[src/rtl/wwdt_supervisor.sv]
module wwdt_supervisor #(
  parameter int NWAKE      = 6,
  parameter int T_PWRUP    = 20,
  parameter int T_SWITCH   = 25,
  parameter int T_RSTPULSE = 6,
  parameter int T_SDIS     = 10,
  parameter int T_SEN      = 10,
  parameter int T_LDIS_A   = 30,
  parameter int T_LEN_A    = 30,
  parameter int T_LDIS_B   = 60,
  parameter int T_LEN_B    = 60,
  parameter int TRIG_MAX   = 4,
  parameter int GOOD_N     = 3
) (
  input  logic             clk,
  input  logic             pwr_ok,
  input  logic             trig_in,
  input  logic             mode_in,
  input  logic             tsel,
  input  logic [NWAKE-1:0] wake,
  output logic             rst_n_out,
  output logic             rst_oe,
  output logic             safe_en
);
  localparam int TSUM = T_PWRUP + T_SWITCH + T_RSTPULSE + T_SDIS + T_SEN +
                        T_LDIS_A + T_LEN_A + T_LDIS_B + T_LEN_B;
  localparam int CW = $clog2(TSUM + 1);
  localparam int HW = $clog2(TRIG_MAX + 1);
  localparam int GW = $clog2(GOOD_N + 1);

  typedef enum logic [2:0] {
    ST_PWR, ST_RST, ST_SW, ST_SDIS, ST_SEN, ST_LDIS, ST_LEN
  } st_t;

  st_t st, st_n;
  logic [CW-1:0] cnt, l_dis_m1, l_en_m1;
  logic [HW-1:0] hcnt;
  logic [GW-1:0] good;
  logic [1:0] trig_sy, mode_sy;
  logic trig_q;
  logic [NWAKE-1:0] wake_q;
  logic clr, flt, ginc;
  logic trig_s, mode_s, trig_rise, too_long, wake_edge;
  logic in_short, in_long, in_dis, sw_expire;

  assign trig_s    = trig_sy[1];
  assign mode_s    = mode_sy[1];
  assign trig_rise = trig_s & ~trig_q;
  assign too_long  = trig_s & (hcnt == HW'(TRIG_MAX));
  assign wake_edge = |(wake ^ wake_q);
  assign in_short  = (st == ST_SDIS) || (st == ST_SEN);
  assign in_long   = (st == ST_LDIS) || (st == ST_LEN);
  assign in_dis    = (st == ST_SDIS) || (st == ST_LDIS);
  assign sw_expire = (st == ST_SW) && mode_s && (cnt == CW'(T_SWITCH - 1));
  assign l_dis_m1  = tsel ? CW'(T_LDIS_B - 1) : CW'(T_LDIS_A - 1);
  assign l_en_m1   = tsel ? CW'(T_LEN_B - 1)  : CW'(T_LEN_A - 1);

  assign rst_n_out = !((st == ST_PWR) || (st == ST_RST));
  assign rst_oe    = ~rst_n_out;
  assign safe_en   = in_short && (good == GW'(GOOD_N));

  always_comb begin
    st_n = st;
    clr  = 1'b0;
    flt  = 1'b0;
    ginc = 1'b0;
    case (st)
      ST_PWR:
        if (cnt == CW'(T_PWRUP - 1)) begin st_n = ST_SW; clr = 1'b1; end
      ST_RST:
        if (cnt == CW'(T_RSTPULSE - 1)) begin st_n = ST_SW; clr = 1'b1; end
      ST_SW:
        if (!mode_s) begin st_n = ST_SDIS; clr = 1'b1; end
        else if (sw_expire) flt = 1'b1;
      ST_SDIS:
        if (too_long || trig_rise) flt = 1'b1;
        else if (mode_s) begin st_n = ST_LDIS; clr = 1'b1; end
        else if (cnt == CW'(T_SDIS - 1)) begin st_n = ST_SEN; clr = 1'b1; end
      ST_SEN:
        if (too_long) flt = 1'b1;
        else if (trig_rise) begin st_n = ST_SDIS; clr = 1'b1; ginc = 1'b1; end
        else if (mode_s) begin st_n = ST_LDIS; clr = 1'b1; end
        else if (cnt == CW'(T_SEN - 1)) flt = 1'b1;
      ST_LDIS:
        if (too_long || trig_rise || wake_edge) flt = 1'b1;
        else if (cnt == l_dis_m1) begin st_n = ST_LEN; clr = 1'b1; end
      ST_LEN:
        if (too_long || wake_edge) flt = 1'b1;
        else if (trig_rise) begin st_n = ST_LDIS; clr = 1'b1; end
        else if (cnt == l_en_m1) flt = 1'b1;
      default: flt = 1'b1;
    endcase
    if (flt) begin
      st_n = ST_RST;
      clr  = 1'b1;
    end
  end

  always_ff @(posedge clk or negedge pwr_ok) begin
    if (!pwr_ok) begin
      st      <= ST_PWR;
      cnt     <= '0;
      hcnt    <= '0;
      good    <= '0;
      trig_sy <= '0;
      mode_sy <= 2'b11;
      trig_q  <= 1'b0;
      wake_q  <= '0;
    end else begin
      st      <= st_n;
      cnt     <= clr ? '0 : cnt + CW'(1);
      trig_sy <= {trig_sy[0], trig_in};
      mode_sy <= {mode_sy[0], mode_in};
      trig_q  <= trig_s;
      wake_q  <= wake;
      if (!trig_s) hcnt <= '0;
      else if (hcnt != HW'(TRIG_MAX)) hcnt <= hcnt + HW'(1);
      if (flt || (st_n == ST_LDIS && !in_long)) good <= '0;
      else if (ginc && good != GW'(GOOD_N)) good <= good + GW'(1);
    end
  end
endmodule


[config.mk]
export PLATFORM = sky130hd
export DESIGN_NAME = wwdt_supervisor
export DESIGN_NICKNAME = d
export VERILOG_FILES = /design/src/rtl/wwdt_supervisor.sv
export SDC_FILE = /design/constraint.sdc
export NUM_CORES = 1
export LEC_CHECK = 0
export BUFFER_PORTS_ARGS = -buffer_cell sky130_fd_sc_hd__buf_2
export CAP_MARGIN = 20
export CELL_PAD_IN_SITES_DETAIL_PLACEMENT = 0
export CELL_PAD_IN_SITES_GLOBAL_PLACEMENT = 1
export CORE_ASPECT_RATIO = 0.75
export CORE_MARGIN = 10
export CORE_UTILIZATION = 26
export DETAILED_ROUTE_END_ITERATION = 8
export GPL_TIMING_DRIVEN = 0
export PLACE_DENSITY_LB_ADDON = 0.1
export SLEW_MARGIN = 10
export SYNTH_ARGS = -nofsm -noshare
export SYNTH_HDL_FRONTEND = slang
export SYNTH_SLANG_ARGS = --single-unit
[constraint.sdc]
create_clock -name clk -period 2.5 [get_ports clk]
set_input_delay 0.375 -clock clk [delete_from_list [all_inputs] [get_ports clk]]
set_output_delay 0.375 -clock clk [all_outputs]
set_load 0.05 [all_outputs]
# Word level (Yosys, flattened, before mapping)
# Cells that the tools add are included.
# classes
addsub	3
n_eq_ne	17
muxes	48
bitwise	4
reduce_logical	18
# ops
operator	count
3-bit 2-to-1 mux	16
1-bit 2-to-1 mux	25
3-bit case mux with 7 select lines	1
8-bit by 5-bit == test with 1-bit output (second input constant)	2
3-bit == test (second input constant)	5
8-bit by 1-bit adder with 8-bit output (second input constant)	1
8-bit by 3-bit == test with 1-bit output (second input constant)	1
8-bit by 4-bit == test with 1-bit output (second input constant)	1
8-bit by 6-bit == test with 1-bit output	1
8-bit 2-to-1 mux	1
1-bit logical OR	7
1-bit case mux with 7 select lines	1
3-bit by 2-bit == test with 1-bit output (second input constant)	2
6-bit 2-to-1 mux	1
1-bit case mux with 6 select lines	1
6-bit OR reduction	1
6-bit XOR	1
1-bit logical AND	5
2-bit 2-to-1 mux	2
3-bit by 1-bit adder with 3-bit output (second input constant)	1
3-bit by 1-bit == test with 1-bit output (second input constant)	1
3-bit zero test	1
3-bit != test (second input constant)	1
2-bit by 1-bit adder with 2-bit output (second input constant)	1
other kinds (8)	10
# word_totals
ff_bits	27
in_bits	11
out_inout_bits	3
wordCells	98

# Longest topological paths before layout
# depth
ltp_word	11
ltp_mapped	8
mapped_depth_nobuf	8

# Worst setup path after synthesis
# OpenSTA, ideal clock, no wires.
# synth_timing
path_type	flip-flop to flip-flop
startpoint	reg st[1]
endpoint	reg good[0]
setup_time_ps	127
arrival_ps	2404
required_ps	2373
path_slack_ps	-31
stages_incl_launch_ff	9
path_buffers	1
synth_period_minus_slack_ps	2531
cell_sequence	dfrtp_1 -> buf_2 -> nor2_1 -> inv_1 -> a41oi_1 -> o21ai_0 -> o21a_1 -> a31oi_1 -> nor3b_1
# synth_between
elab_chain_len	11
word_cells_on_any_way	37
classes_between	7 x eq/ne; 20 x mux; 10 x reduce/logical
# synth_lines
item	line_no	text
start, declared	35	st_t st, st_n;
start signal, assigned	110	st <= st_n;
3-bit by 2-bit == test with 1-bit output	54, 67	
1-bit logical AND (2 in a row)	54	assign sw_expire = (st == ST_SW) && mode_s && (cnt == CW'(T_SWITCH - 1));
1-bit 2-to-1 mux	74	else if (sw_expire) flt = 1'b1;
1-bit 2-to-1 mux	73	if (!mode_s) begin st_n = ST_SDIS; clr = 1'b1; end
1-bit case mux with 6 select lines	67	case (st)
3-bit 2-to-1 mux	93	if (flt) begin
3-bit == test	118	if (flt || (st_n == ST_LDIS && !in_long)) good <= '0;
1-bit logical AND	118	
1-bit logical OR	118	
2-bit 2-to-1 mux or 2-bit nonzero test (tied branches)	n/a	
end signal, assigned	119	else if (ginc && good != GW'(GOOD_N)) good <= good + GW'(1);
end, declared	38	logic [GW-1:0] good;
# Several ways; a longest one is shown, not always the timed one.
# A chain may end at the register's enable or synchronous reset.

# Final worst setup path
# layout_timing
startpoint	reg hcnt[1]
endpoint	reg good[1]
# layout_between
elab_chain_len	11
word_cells_on_any_way	24
classes_between	2 x eq/ne; 14 x mux; 1 x bitwise; 7 x reduce/logical
# layout_lines
item	line_no	text
start, declared	37	logic [HW-1:0] hcnt;
start signal, assigned	117	else if (hcnt != HW'(TRIG_MAX)) hcnt <= hcnt + HW'(1);
3-bit == test (*)	49	assign too_long = trig_s & (hcnt == HW'(TRIG_MAX));
1-bit bitwise AND (*)	49	
1-bit logical OR	76, 85	
1-bit logical OR	85	if (too_long || trig_rise || wake_edge) flt = 1'b1;
3-bit 2-to-1 mux or 1-bit 2-to-1 mux (tied branches)	85	
3-bit case mux with 7 select lines or 1-bit case mux with 6 select lines (tied branches)	67	
3-bit 2-to-1 mux	93	
3-bit == test	118	
1-bit logical AND	118	
1-bit logical OR	118	
2-bit 2-to-1 mux or 2-bit nonzero test (tied branches)	n/a	
# Mark *: on every way between the ends. The rest lies on a longest branch, timed or not.

==> flow_summary.ini <==
[status]
status = finished, final reports clean

[clock_tree]
path_clk_slew_ns = 0.10
tritoncts_num_sinks = 27
clock_tree_from_tritoncts = yes
ctsResizeCount = 0
clock_tree.buffer_depth = 2
insertion_delay_to_the_later_sink_of_the_worst_skew_pair_ns = 0.28
cts_buffers = 3
root_buffer = sky130_fd_sc_hd__clkbuf_8
postCtsSetupRepairBufs = 0
cts_max_level = 1
holdBufCountCts = 0

[floorplanning]
std_cell_rows = 24
die_height_um = 87.8
core_area_sq_um = 5890
fp.dieW_um = 110
total_i_o_pin_count = 14
initial_utilization_pct = 27.0
design.die.area_sq_um = 9680

[sta]
timing.fmax_ghz = 0.455
finalCriticalPeriod_ns = 2.20
worst-slew-pin-transition_ns = 0.664
clock_skew_ns = 0.00178
setup-tns-final_ns = 0
layout_setup_ws_ns = 0.300
tightest_slew_margin_relative_to_the_limit_pct = 55.3
grt_setup_unrepaired = no
finalSetupViolations = 0
final_min_period_over_clock_period_pct = 88.0
final-max-slew-violation-count = 0
final-hold-violation-count = 0

[global_routing]
maximum_number_of_pins_on_one_net_before_global_route_repair = 28
grt_first_pass_wirelength_um = 6570
vias_in_the_first_global_route = 1340
grt-ovfl-total = 0
antenna_found_initial = 0
groute.usage.overall_pct = 8.47

[cells_and_area]
layout.cells.most_common_list = sky130_fd_sc_hd__dfrtp_1 (25), sky130_fd_sc_hd__nand2_1 (18), sky130_fd_sc_hd__buf_2 (17)
synthToLayoutAreaGrowth_pct = 13.4
nets = 203
insertedDiodeCount = 0
post_route_cells_drive_above_1_share_pct = 18.4
final_common_cell = sky130_fd_sc_hd__dfrtp_1

[setup_path]
cp_top_family = simple AND/OR/NAND/NOR gates
worst-r2r-setup-slack_ns = 0.30
worst-setup-path-type = reg -> reg
critical_path.reg2reg.startpoint = hcnt[1]
timing.rr.end = good[1]
crit_path_start_kind = register
cpPeakStageDelay_ns = 0.52
critical_path.most_common_cell = sky130_fd_sc_hd__a31oi_1
critPathSlowestCell = sky130_fd_sc_hd__nor4_1
end_kind = register
worst_ep_arrival_time_ns = 2.37
timing.reg2reg.worst_path_depth = 8
crit_path_max_fanout = 5
crit_path_cell_trace = inv_1, ha_1, nand2_1, nand3_1, nor4_1, a31oi_1, a31oi_1, nor3b_1
cp_num_buf_inv = 1
timing.critical_path.depth = 8
critPathRequiredTime_ns = 2.67

[detailed_routing]
drt_wl_total_um = 3790
dr_total_vias = 1254
ratio_of_routed_vias_to_standard_cells = 4.77
route.detailed.wl_per_inst_um = 14.4
detail_route.first_pass.iterations = 4
drtAntennaViolNets = 0
drc_errors = 0
drt_first_iter_violations = 58

[power_and_ir_drop]
totalPowerFinal_mw = 1.57
pwr_density_nw_per_um2 = 871
switching_power_mw = 0.680
pwr-share-comb_pct = 44.9
irDropWorstVdd_uv = 253
p_sw_share_pct = 43.2
part_of_the_total_power_dissipated_in_the_clock_network_pct = 16.9
intPower_mw = 0.893
leakagePower_nw = 0.793
power.sequential.fraction_pct = 38.1

[yosys]
synth-seq-cells = 27
yosysWarningCount = 0
number_of_synthesized_flops_with_an_enable_pin = 0
synth_sequential_area_ratio_pct = 42.6
ys_types = 43
synth_top_flop_cell = sky130_fd_sc_hd__dfrtp_1
postSynthCellCount = 168
avgSynthCellArea_sq_um = 9.47
synthesis.nets = 185
syn-cell-area_sq_um = 1590
synthArstFlopShare_pct = 100

[placed_design]
place.port_buffers = 13
place_congestion = 0.884
dp_hpwl_um = 2920
pre_cts_slack_ns = 0.364

[hold_path]
worst_hold_path_type = in -> async

[job]
maximum_capacitance_violations = 0
## state kept, by name, indices dropped and copies added (netlist names)
signal	count
hcnt	3
cnt	8
wake_q	6
mode_sy	2
st	3
trig_sy	2
trig_q	1
good	2
## worst max-delay path by stage
stage,start,endpoint,slack [ns]
after floorplan,st[0],safe_en,0.21
after global placement,hcnt[0],cnt[6],0.29
after detailed placement,hcnt[0],cnt[6],0.36
after CTS,hcnt[1],cnt[6],0.34
after global routing,hcnt[0],cnt[6],0.13
final,hcnt[1],good[1],0.30
## kinds of logic (layout without fill, tap and decap cells)
| family | after synthesis | after routing | share of synthesized area [%] |
|---|---|---|---|
| multiplexers | 1 | 1 | 0.629 |
| AND/OR/NAND/NOR | 78 | 78 | 27.0 |
| AO/OA/AOI/OAI | 29 | 29 | 14.0 |
| flip-flops | 27 | 27 | 42.6 |
| buffers and inverters | 13 | 30 | 3.38 |
| XOR/XNOR | 14 | 14 | 7.70 |
| adder cells (fa/ha/maj) | 6 | 6 | 4.72 |
## Yosys cell counts (2+ instances only)
| library cell | instances | area [sq um] |
|---|---|---|
| sky130_fd_sc_hd__a31oi_1 | 6 | 37.5 |
| sky130_fd_sc_hd__and2_4 | 2 | 17.5 |
| sky130_fd_sc_hd__nor2b_1 | 3 | 18.8 |
| sky130_fd_sc_hd__xor2_1 | 3 | 26.3 |
| sky130_fd_sc_hd__and3_1 | 3 | 18.8 |
| sky130_fd_sc_hd__nor3b_1 | 5 | 37.5 |
| sky130_fd_sc_hd__a21oi_1 | 3 | 15.0 |
| sky130_fd_sc_hd__nand3_1 | 9 | 45.0 |
| sky130_fd_sc_hd__nor3_2 | 2 | 20.0 |
| sky130_fd_sc_hd__o21ai_0 | 3 | 15.0 |
| sky130_fd_sc_hd__nor3_1 | 4 | 20.0 |
| sky130_fd_sc_hd__xnor2_1 | 11 | 96.3 |
| sky130_fd_sc_hd__dfrtp_1 | 25 | 626 |
| sky130_fd_sc_hd__and2b_1 | 2 | 15.0 |
| sky130_fd_sc_hd__ha_1 | 6 | 75.1 |
| sky130_fd_sc_hd__o211ai_1 | 2 | 15.0 |
| sky130_fd_sc_hd__o21a_1 | 3 | 22.5 |
| sky130_fd_sc_hd__and2_1 | 2 | 12.5 |
| sky130_fd_sc_hd__or2_2 | 2 | 12.5 |
| sky130_fd_sc_hd__nor2_1 | 13 | 48.8 |
| sky130_fd_sc_hd__a21boi_0 | 2 | 15.0 |
| sky130_fd_sc_hd__inv_1 | 9 | 33.8 |
| sky130_fd_sc_hd__nand4_1 | 5 | 31.3 |
| sky130_fd_sc_hd__nor4_1 | 3 | 18.8 |
| sky130_fd_sc_hd__dfstp_2 | 2 | 52.6 |
| sky130_fd_sc_hd__nand2_1 | 18 | 67.6 |
| sky130_fd_sc_hd__buf_2 | 4 | 20.0 |
## through the flow
| step | utilization [%] | area (sq um) | hold slack, ns | instances |
|---|---|---|---|---|
| final | 30.7 | 1810 | 0.0958 | 263 |
| after global routing | 30.7 | 1810 | 0.122 | 263 |
| after CTS | 30.7 | 1810 | 0.114 | 263 |
| after detailed placement | 29.8 | 1760 | 0.335 | 259 |
| after global placement | 29.8 | 1760 | 0.340 | 259 |
| after floorplan | - | 1590 | 0.0794 | 168 |
## power groups by stage
stage	logic, mW	clock network, mW	registers [mW]
global route	0.804	0.302	0.615
CTS	0.713	0.284	0.601
finish	0.707	0.266	0.600
detailed placement	0.710	0	0.609
floorplan	0.546	0	0.585
global placement	0.709	0	0.608
## cell type report
cell class	instances	area [sq um]
Clock inverter	1	7.51
Multi-Input combinational cell	128	862
Sequential cell	27	678
Clock buffer	3	41.3
Fill cell	640	4080
Timing Repair Buffer	13	65.1
Inverter	9	33.8
Tap cell	78	97.6
Buffer	4	20.0
## routing by layer
| layer | GRT usage [%] | wire [um] | up-vias |
|---|---|---|---|
| met5 | 0 | 0 | - |
| met4 | 1.40 | 12 | 0 |
| met3 | 2.42 | 211 | 2 |
| met2 | 12.7 | 1650 | 30 |
| met1 | 11.9 | 1920 | 593 |
| li1 | - | - | 629 |
Note: power is estimated with default switching activity, not from simulation.
